## config.mk

```make
export PLATFORM = sky130hd
export DESIGN_NAME = presettable_counter
export DESIGN_NICKNAME = d
export VERILOG_FILES = /design/src/rtl/cnt_pkg.sv /design/src/rtl/cnt_rst_sync.sv /design/src/rtl/cnt_op_decode.sv /design/src/rtl/cnt_state_reg.sv /design/src/rtl/cnt_carry.sv /design/src/rtl/presettable_counter.sv
export SDC_FILE = /design/constraint.sdc
export NUM_CORES = 1
export LEC_CHECK = 0
export BUFFER_PORTS_ARGS = -buffer_cell sky130_fd_sc_hd__buf_2
export CORE_AREA = 2 2 39 41
export CTS_CLUSTER_DIAMETER = 120
export DETAILED_ROUTE_END_ITERATION = 16
export DIE_AREA = 0 0 41 43
export HOLD_SLACK_MARGIN = 0.12
export PLACE_DENSITY_LB_ADDON = 0.15
export SLEW_MARGIN = 20
export SYNTH_ARGS = -nofsm -noshare
export SYNTH_HDL_FRONTEND = slang
export SYNTH_SLANG_ARGS = --single-unit
```

## constraint.sdc

```tcl
create_clock -name clk -period 1.15 [get_ports clk]
set_input_delay 0.345 -clock clk [delete_from_list [all_inputs] [get_ports clk]]
set_output_delay 0.345 -clock clk [all_outputs]
set_load 0.01 [all_outputs]
```

## src/rtl/cnt_pkg.sv

```systemverilog
package cnt_pkg;
  typedef enum logic [1:0] {
    OP_HOLD  = 2'd0,
    OP_INC   = 2'd1,
    OP_LOAD  = 2'd2,
    OP_CLEAR = 2'd3
  } cnt_op_e;
endpackage

```

## src/rtl/cnt_rst_sync.sv

```systemverilog
module cnt_rst_sync (
  input  logic clk,
  input  logic rst_n,
  output logic rst_sync_n
);
  logic stage_q;

  always_ff @(posedge clk or negedge rst_n) begin
    if (!rst_n) begin
      stage_q    <= 1'b0;
      rst_sync_n <= 1'b0;
    end else begin
      stage_q    <= 1'b1;
      rst_sync_n <= stage_q;
    end
  end
endmodule

```

## src/rtl/cnt_op_decode.sv

```systemverilog
module cnt_op_decode
  import cnt_pkg::*;
(
  input  logic    clr_n,
  input  logic    load_n,
  input  logic    cnt_en_p,
  input  logic    cnt_en_t,
  output cnt_op_e op
);
  // Priority: clear, then load, then count, else hold.
  always_comb begin
    if (!clr_n)                   op = OP_CLEAR;
    else if (!load_n)             op = OP_LOAD;
    else if (cnt_en_p && cnt_en_t) op = OP_INC;
    else                          op = OP_HOLD;
  end
endmodule

```

## src/rtl/cnt_state_reg.sv

```systemverilog
module cnt_state_reg
  import cnt_pkg::*;
#(
  parameter int WIDTH       = 4,
  parameter bit CLEAR_ASYNC = 1'b0
) (
  input  logic             clk,
  input  logic             rst_n,
  input  logic             clr_n,
  input  cnt_op_e          op,
  input  logic [WIDTH-1:0] data_in,
  output logic [WIDTH-1:0] q
);
  localparam logic [WIDTH-1:0] ONE = WIDTH'(1);

  logic             arst_n;
  logic [WIDTH-1:0] q_next;
  logic             q_en;

  generate
    if (CLEAR_ASYNC) begin : g_async_clr
      assign arst_n = rst_n & clr_n;
    end else begin : g_sync_clr
      assign arst_n = rst_n;
    end
  endgenerate

  always_comb begin
    q_en   = 1'b1;
    q_next = q;
    unique case (op)
      OP_CLEAR: q_next = '0;
      OP_LOAD:  q_next = data_in;
      OP_INC:   q_next = q + ONE;
      default:  q_en   = 1'b0;
    endcase
  end

  always_ff @(posedge clk or negedge arst_n) begin
    if (!arst_n)   q <= '0;
    else if (q_en) q <= q_next;
  end
endmodule

```

## src/rtl/cnt_carry.sv

```systemverilog
module cnt_carry #(
  parameter int WIDTH       = 4,
  parameter bit CLEAR_ASYNC = 1'b0
) (
  input  logic [WIDTH-1:0] q,
  input  logic             cnt_en_t,
  input  logic             clr_n,
  output logic             carry
);
  logic term;
  assign term = &q;

  generate
    if (CLEAR_ASYNC) begin : g_gate_clr
      assign carry = term & cnt_en_t & clr_n;
    end else begin : g_plain
      logic unused_clr;
      assign unused_clr = clr_n;
      assign carry = term & cnt_en_t;
    end
  endgenerate
endmodule

```

## src/rtl/presettable_counter.sv

```systemverilog
module presettable_counter
  import cnt_pkg::*;
#(
  parameter int WIDTH       = 4,
  parameter bit CLEAR_ASYNC = 1'b0
) (
  input  logic             clk,
  input  logic             rst_n,
  input  logic             clr_n,
  input  logic             load_n,
  input  logic             cnt_en_p,
  input  logic             cnt_en_t,
  input  logic [WIDTH-1:0] data_in,
  output logic [WIDTH-1:0] count,
  output logic             carry
);
  logic    rst_sync_n;
  cnt_op_e op;

  cnt_rst_sync u_rst_sync (
    .clk        (clk),
    .rst_n      (rst_n),
    .rst_sync_n (rst_sync_n)
  );

  cnt_op_decode u_decode (
    .clr_n    (clr_n),
    .load_n   (load_n),
    .cnt_en_p (cnt_en_p),
    .cnt_en_t (cnt_en_t),
    .op       (op)
  );

  cnt_state_reg #(.WIDTH(WIDTH), .CLEAR_ASYNC(CLEAR_ASYNC)) u_state (
    .clk     (clk),
    .rst_n   (rst_sync_n),
    .clr_n   (clr_n),
    .op      (op),
    .data_in (data_in),
    .q       (count)
  );

  cnt_carry #(.WIDTH(WIDTH), .CLEAR_ASYNC(CLEAR_ASYNC)) u_carry (
    .q        (count),
    .cnt_en_t (cnt_en_t),
    .clr_n    (clr_n),
    .carry    (carry)
  );
endmodule

```

### Word-level counts from Yosys, hierarchy flattened

Index checks and enable logic that the tools add are counted.
W data, S select, Z words.

* register bits after elaboration: 6
* output and inout bits: 5
* logic and storage cells: 18

* mux-type cells: 5
* equality and inequality tests: 3
* $add $sub $neg: 1
* reduce and logical (&&, ||, !) cells: 5
* bitwise logic cells: 1

Operators with widths (count)
* $pmux W4 S3: 1
* $add A4 B1 Y4 const B: 1
* $eq A2 B2 Y1 const B: 2
* $mux W2: 2
* $reduce_and A4 Y1: 1
* $reduce_bool A3 Y1: 1
* $reduce_or A3 Y1: 1
* $eq A2 B1 Y1 const B: 1
* $mux W1: 2
* $reduce_and A2 Y1: 1
* $and A1 B1 Y1: 1
* $logic_and A1 B1 Y1: 1

### Longest topological paths before layout

Gate-level depths: netlist of the first run.

* word-level depth: 8
* depth in mapped cells: 4
* depth with buffers taken out: 4

### Cells and area by module

Synthesis of the first run repeated with hierarchy kept, for this count alone.

* cells, all modules: 38
* area, all modules: 355.3 um^2

Modules (own cells, without submodules)
* cnt_state_reg: times used 1, area each 276.5 um^2, cells an instance 29
* cnt_rst_sync: times used 1, area each 53.8 um^2, cells an instance 3
* cnt_carry: times used 1, area each 12.5 um^2, cells an instance 3
* cnt_op_decode: times used 1, area each 12.5 um^2, cells an instance 3

### Least setup slack after synthesis of the first run

OpenSTA, ideal clock, no wires.

* path kind: register to output
* from: register u_state.q[0]
* to: output port carry
* cell stages (with the launch flop): 3
* data required time: 0.805 ns
* path slack: -0.031 ns
* buffers on the path: 0
* arrival time: 0.836 ns
* cell sequence: dfrtp_1 ha_1 and4_2

* word-level cells in the longest chain between the ends: 2

Ends and longest elaborated chain
* start: declaration: line cnt_state_reg.sv:12 `output logic [WIDTH-1:0] q`
* start signal: assignment: line cnt_state_reg.sv:41 `else if (q_en) q <= q_next;`
* $reduce_and A4 Y1: line cnt_carry.sv:11 `assign term = &q;`
* $and A1 B1 Y1: line cnt_carry.sv:19 `assign carry = term & cnt_en_t;`
* end: declaration: line presettable_counter.sv:15 `output logic carry`

No other way between the ends.

### Worst setup path after layout of the first run

Ends and elaborated chain as after synthesis.

==> impl_metrics.env, run 1 <==
export IMPL_outcome="finished with violations"
export IMPL_violations="negative setup slack"
export IMPL_place_port_buffers=14
export IMPL_criticalPathCategory="reg -> out"
export IMPL_yosys_area_top_type_share_pct=53.8
export IMPL_end_kind="output pin"
export IMPL_setup_violators_final=5
export IMPL_syn_area_um2=279
export IMPL_antenna_found_initial=0
export IMPL_worst_path_stages=3
export IMPL_post_layout_total_power_mw=0.544
export IMPL_dpl_instance_area_um2=395
export IMPL_dominantRegCellSynth="dfrtp_1"
export IMPL_io_pins=15
export IMPL_achievable_frequency_mhz=711
export IMPL_max_stage_delay_ns=0.39
export IMPL_longest_clk_path_bufs=2
export IMPL_p_leak_nw=0.242
export IMPL_wirelength_um=659
export IMPL_floorplan_initialDensity_pct=20.2
export IMPL_clock_tree_htree_level_count=1
export IMPL_clock_tree_from_tritoncts="yes"
export IMPL_r2r_worst_path_cells=4
export IMPL_period_needed_ns=1.41
export IMPL_cp_arrival_ns=1.06
export IMPL_post_synth_top_count_cell="dfrtp_1"
export IMPL_fp_dieArea_um2=1760
export IMPL_setup_reg_to_reg_worst_slack_ns=-0.01
export IMPL_setup_worst_path_end="carry"
export IMPL_cap_violations=0
export IMPL_worst_setup_path_start_kind="flop"
export IMPL_coreArea_um2=1380
export IMPL_ant_nets=0
export IMPL_syn_area_per_cell_um2=10.3
export IMPL_muxShareOfSynthArea_pct=0
export IMPL_first_pass_iters=3
export IMPL_post_synth_and_or_nand_nor_area_fraction_pct=17.5
export IMPL_grt_overflow_total=0
export IMPL_path_clk_slew_ns=0.05
export IMPL_timing_critical_path_cells="ha_4 -> and4_4 -> buf_6"
export IMPL_synth_adder_area_share_pct=4.48
export IMPL_worst_hold_path_num_cells=0
export IMPL_tns_ns=-0.525
export IMPL_number_of_global_route_vias_before_repair=294
export IMPL_remaining_drc_errors=0
export IMPL_post_placement_worst_setup_slack_ns=-0.0132
export IMPL_nets=65
export IMPL_fraction_of_the_yosys_area_taken_by_sequential_cells_pct=53.8
export IMPL_placement_rows=14
export IMPL_max_stage_delay_cell_worst_path="dfrtp_1"
export IMPL_syn_nets=38
export IMPL_worst_r2r_startpoint="u_state.q[0]$_DFFE_PN0P_"
export IMPL_drt_vias_per_instance=4.38
export IMPL_timing_critical_path_buf_inv=1
export IMPL_grt_met3_usage_pct=3.14
export IMPL_post_dp_hpwl_um=543
export IMPL_numCtsBuffers=3
export IMPL_crit_fanout=2
export IMPL_root_buf_cell="clkbuf_4"
export IMPL_antenna_cells=0
export IMPL_cellPowerDensity_nw_per_um2=1070
export IMPL_post_synth_main_area_contributors="dfrtp_1 54%, xor2_1 6.3%, nand3_1 5.4%"
export IMPL_fp_dieH_um=43
export IMPL_track_usage_pct=9.91
export IMPL_clock_skew_ns=0.00233
export IMPL_synth_async_reset_ratio_pct=100
export IMPL_route_detailed_wl_per_inst_um=9.69
export IMPL_hold_path_startpoint="u_rst_sync.stage_q$_DFF_PN0_"
export IMPL_vias=298
export IMPL_slew_viol_final=0
export IMPL_gp_congestion=0.583
export IMPL_finalInstanceArea_um2=510
export IMPL_layout_worst_path_cycle_share_pct=122
export IMPL_grtUsageMet1_pct=9.54
export IMPL_grtUsageMet2_pct=15.9
export IMPL_pin_count_of_the_biggest_net_entering_global_routing=9
export IMPL_grt_most_used_layer="met2"
export IMPL_synth_edff_count=0
export IMPL_layout_setup_ws_ns=-0.256
export IMPL_vdd_ir_drop_max_mv=0.548
export IMPL_timing_rr_end="u_state.q[3]$_DFFE_PN0P_"
export IMPL_final_layout_size_suffix_gt1_share_pct=53.8
export IMPL_floorplan_die_width_um=41
export IMPL_synth_seq_cells=6
export IMPL_biggest_area_consumer_among_synthesized_cells="dfrtp_1"
export IMPL_clock_sinks=6
export IMPL_hold_violations=0
export IMPL_yosysWarnings=0
export IMPL_min_path_type="reg -> reg"
export IMPL_synthDistinctLibCells=16
export IMPL_cp_data_required_time_ns=0.81
export IMPL_rsz0062_at_grt="yes"
export IMPL_synth_compound_gate_area_share_pct=15.2
export IMPL_grt_pass1_wl_um=1150
export IMPL_synth_xor_xnor_area_share_pct=6.28
export IMPL_syn2layout_area_growth_pct=83.0
export IMPL_ys_top_cells_by_count="6 x dfrtp_1, 3 x nand3_1, 3 x o21ai_0"
export IMPL_crit_family="flip-flops"
export IMPL_detailedRoute_firstIterationViolations=2
export IMPL_clk_latency_ns=0.24
export IMPL_synth_top_family_by_area="simple AND/OR/NAND/NOR gates"
export IMPL_post_synthesis_instance_total=27
export IMPL_cp_startpoint="u_state.q[0]$_DFFE_PN0P_"
power by group:
group / internal [mW] / switching (mW)
combinational: 0.0690 / 0.0513
clock: 0.118 / 0.0702
sequential: 0.226 / 0.00986
total: 0.412 / 0.131
routing by layer:
metal  share of wire (%)  wire length [um]  vias to the layer above
met3                 7.1                47                        2
met1                  36               240                      139
li1                    -                 -                      148
met2                  55               361                        9
met5                   0                 0                        -
met4                 1.5                10                        0
sequential cells by signal, indices dropped and copies added, names as in the netlist:
name and cells:
u_rst_sync.stage_q 1, u_state.q 4, u_rst_sync.rst_sync_n 1
through the flow:
stage / instances / utilization (%) / hold WS [ns]
detailed placement: 60 / 28.6 / 0.0633
global route: 68 / 36.9 / 0.360
CTS: 67 / 34.8 / 0.353
finish: 68 / 36.9 / 0.346
floorplan: 27 / - / 0.0403
global placement: 60 / 28.6 / 0.0638
layout make-up:
class | instances | area, um^2
Tap cell | 16 | 20.0
Clock buffer | 3 | 22.5
Fill cell | 145 | 873
Multi-Input combinational cell | 20 | 150
Sequential cell | 6 | 150
Timing Repair Buffer | 22 | 164
Inverter | 1 | 3.75
layout by cell type (no fill, tap or decap), types with 2 or more instances in the layout:
master	netlist	layout
xor2_1	2	2
nor2_1	2	2
buf_2	0	10
o21ai_0	3	3
nand3_1	3	2
dfrtp_1	6	6
buf_6	0	5
buf_4	0	5
clkbuf_4	0	3
dlygate4sd3_1	0	2
what timing repair did:
item	CTS	global route
pin swaps	1	1
cloned	0	0
endpoints found under the hold margin	6	0
endpoints found under the setup margin	4	7
hold buffers	2	0
gates resized for setup	5	3
buffers inserted	3	1
worst min-delay path by stage:
stage / slack, ns / end
after global placement: 0.06 / u_state.q[2]$_DFFE_PN0P_
after global routing: 0.36 / u_rst_sync.rst_sync_n$_DFF_PN0_
after CTS: 0.35 / u_rst_sync.rst_sync_n$_DFF_PN0_
final: 0.35 / u_rst_sync.rst_sync_n$_DFF_PN0_
after detailed placement: 0.06 / u_state.q[2]$_DFFE_PN0P_
after floorplan: 0.04 / u_state.q[0]$_DFFE_PN0P_
cell families after synthesis:
| kind of cell | after synthesis |
|---|---|
| and+or+nand+nor | 9 |
| AOI/OAI and AO/OA | 7 |
| DFF | 6 |
| xor gates and xnor gates | 2 |
| buffers and inverters | 1 |
| adders and majority gates | 1 |
| other | 1 |
worst register-to-register path: cells and delay by family (launching register included):
kind | cells | cell delay [ns]
DFF | 1 | 0.39
and+or+nand+nor | 2 | 0.39
AOI/OAI and AO/OA | 1 | 0.16
buffers and inverters | 1 | 0.15
Power figures use the tool's default switching activity.
==> inputs of run 2 (changes only) <==
==> constraint.sdc (replaced) <==
create_clock -name clk -period 1.15 [get_ports clk]
set_input_delay 0.115 -clock clk [delete_from_list [all_inputs] [get_ports clk]]
set_output_delay 0.115 -clock clk [all_outputs]
set_load 0.01 [all_outputs]
==> impl_metrics.env, run 2 (synthesis results as in run 1) <==
export IMPL_clock_sinks=6
export IMPL_max_stage_delay_cell_worst_path="dfrtp_1"
export IMPL_slew_viol_final=0
export IMPL_nets=61
export IMPL_cap_violations=0
export IMPL_clock_tree_from_tritoncts="yes"
export IMPL_io_pins=15
export IMPL_gp_congestion=0.681
export IMPL_worst_hold_path_num_cells=3
export IMPL_cp_data_required_time_ns=1.03
export IMPL_hold_path_startpoint="clr_n"
export IMPL_syn2layout_area_growth_pct=64.1
export IMPL_clk_latency_ns=0.24
export IMPL_number_of_global_route_vias_before_repair=312
export IMPL_worst_setup_path_start_kind="flop"
export IMPL_layout_commonest_cell="buf_2"
export IMPL_worst_r2r_startpoint="u_state.q[0]$_DFFE_PN0P_"
export IMPL_first_pass_iters=4
export IMPL_outcome="finished with violations"
export IMPL_floorplan_initialDensity_pct=20.2
export IMPL_coreArea_um2=1380
export IMPL_detailedRoute_firstIterationViolations=2
export IMPL_crit_fanout=2
export IMPL_grt_pass1_wl_um=1240
export IMPL_biggestRegsByFlops="u_state.q x4, u_rst_sync.rst_sync_n x1, u_rst_sync.stage_q x1"
export IMPL_p_leak_nw=0.217
export IMPL_antenna_found_initial=0
export IMPL_timing_critical_path_cells="ha_4 -> and4_4 -> buf_6"
export IMPL_post_placement_worst_setup_slack_ns=-0.0110
export IMPL_timing_rr_end="u_state.q[3]$_DFFE_PN0P_"
export IMPL_end_kind="output pin"
export IMPL_layout_setup_ws_ns=-0.0300
export IMPL_post_dp_hpwl_um=579
export IMPL_dpl_instance_area_um2=369
export IMPL_criticalPathCategory="reg -> out"
export IMPL_largest_register_ffs=4
export IMPL_remaining_drc_errors=0
export IMPL_root_buf_cell="clkbuf_4"
export IMPL_layout_cells_most_common_list="13 x buf_2, 6 x dfrtp_1, 3 x o21ai_0, 3 x clkbuf_4"
export IMPL_wirelength_um=729
export IMPL_placement_rows=14
export IMPL_r2r_worst_path_cells=4
export IMPL_cellPowerDensity_nw_per_um2=1150
export IMPL_rsz0062_at_grt="yes"
export IMPL_setup_violators_final=1
export IMPL_post_layout_total_power_mw=0.527
export IMPL_fp_dieArea_um2=1760
export IMPL_longest_clk_path_bufs=2
export IMPL_finalInstanceArea_um2=458
export IMPL_hold_violations=0
export IMPL_vias=285
export IMPL_ant_nets=0
export IMPL_antenna_cells=0
export IMPL_place_port_buffers=14
export IMPL_layout_worst_path_cycle_share_pct=103
export IMPL_holdPathEnd="u_state.q[2]$_DFFE_PN0P_"
export IMPL_final_layout_size_suffix_gt1_share_pct=50.0
export IMPL_min_path_type="in -> reg"
export IMPL_cp_arrival_ns=1.06
export IMPL_max_stage_delay_ns=0.39
export IMPL_pin_count_of_the_biggest_net_entering_global_routing=9
export IMPL_period_needed_ns=1.18
export IMPL_grt_overflow_total=0
export IMPL_max_flop_register="u_state.q"
export IMPL_drt_vias_per_instance=4.45
export IMPL_violations="negative setup slack"
export IMPL_clock_tree_htree_level_count=1
export IMPL_achievable_frequency_mhz=847
export IMPL_numCtsBuffers=3
export IMPL_track_usage_pct=10.8
export IMPL_vdd_ir_drop_max_mv=0.333
export IMPL_fp_dieH_um=43
export IMPL_path_clk_slew_ns=0.05
export IMPL_fill_cells=152
export IMPL_clock_skew_ns=0.00491
export IMPL_setup_reg_to_reg_worst_slack_ns=0.02
export IMPL_floorplan_die_width_um=41
export IMPL_route_detailed_wl_per_inst_um=11.4
## run 2: repair_timing
action	CTS	global route
pin swaps	1	2
hold endpoints to repair	6	0
setup endpoints to repair	2	3
hold buffers	2	0
buffers inserted	2	0
resized for setup	4	2
## run 2: worst max-delay path by stage
stage,endpoint,from
floorplan,u_state.q[1]$_DFFE_PN0P_,u_state.q[0]$_DFFE_PN0P_
global placement,u_state.q[2]$_DFFE_PN0P_,u_state.q[0]$_DFFE_PN0P_
detailed placement,u_state.q[1]$_DFFE_PN0P_,u_state.q[0]$_DFFE_PN0P_
CTS,carry,u_state.q[0]$_DFFE_PN0P_
global route,carry,u_state.q[0]$_DFFE_PN0P_
finish,carry,u_state.q[0]$_DFFE_PN0P_
## run 2: layer usage
| layer | routed length (um) | part of all wire (%) | vias up | GRT usage [%] |
|---|---|---|---|---|
| li1 | - | - | 139 | - |
| met1 | 257 | 35 | 138 | 11.5 |
| met2 | 410 | 56 | 8 | 16.9 |
| met3 | 61 | 8.4 | 0 | 3.14 |
| met4 | 0 | 0 | 0 | 8.00 |
| met5 | 0 | 0 | - | 0 |
## run 2: through the flow
step	util [%]	hold slack [ns]	instances	setup TNS (ns)
floorplan	-	-0.181	27	0
global placement	26.7	-0.0988	57	0
detailed placement	26.7	-0.0956	57	-0.0110
CTS	32.0	0.127	64	-0.0424
global route	33.1	0.152	64	-0.152
finish	33.1	0.138	64	-0.0300
## run 2: area by class of cell
| cell class | count | area, um^2 | share of cell area (%) |
|---|---|---|---|
| flip-flops and latches | 6 | 150 | 32.8 |
| multi-input cells | 20 | 150 | 32.8 |
| repair buffers | 18 | 111 | 24.3 |
| clock buffers | 3 | 22.5 | 4.92 |
| well taps | 16 | 20.0 | 4.37 |
| inverters | 1 | 3.75 | 0.820 |
## run 2: critical path: cells and delay by family (launching register included)
| kind | cells | cell delay (ns) |
|---|---|---|
| flops | 1 | 0.39 |
| simple gates | 1 | 0.19 |
| fa+ha+maj | 1 | 0.15 |
| buf+inv | 1 | 0.09 |
## run 2: where the power goes
part           internal [mW]  total (mW)  switching [mW]
clock network          0.118       0.194          0.0757
logic                 0.0485      0.0961          0.0476
registers              0.226       0.237          0.0118
total                  0.392       0.527           0.135
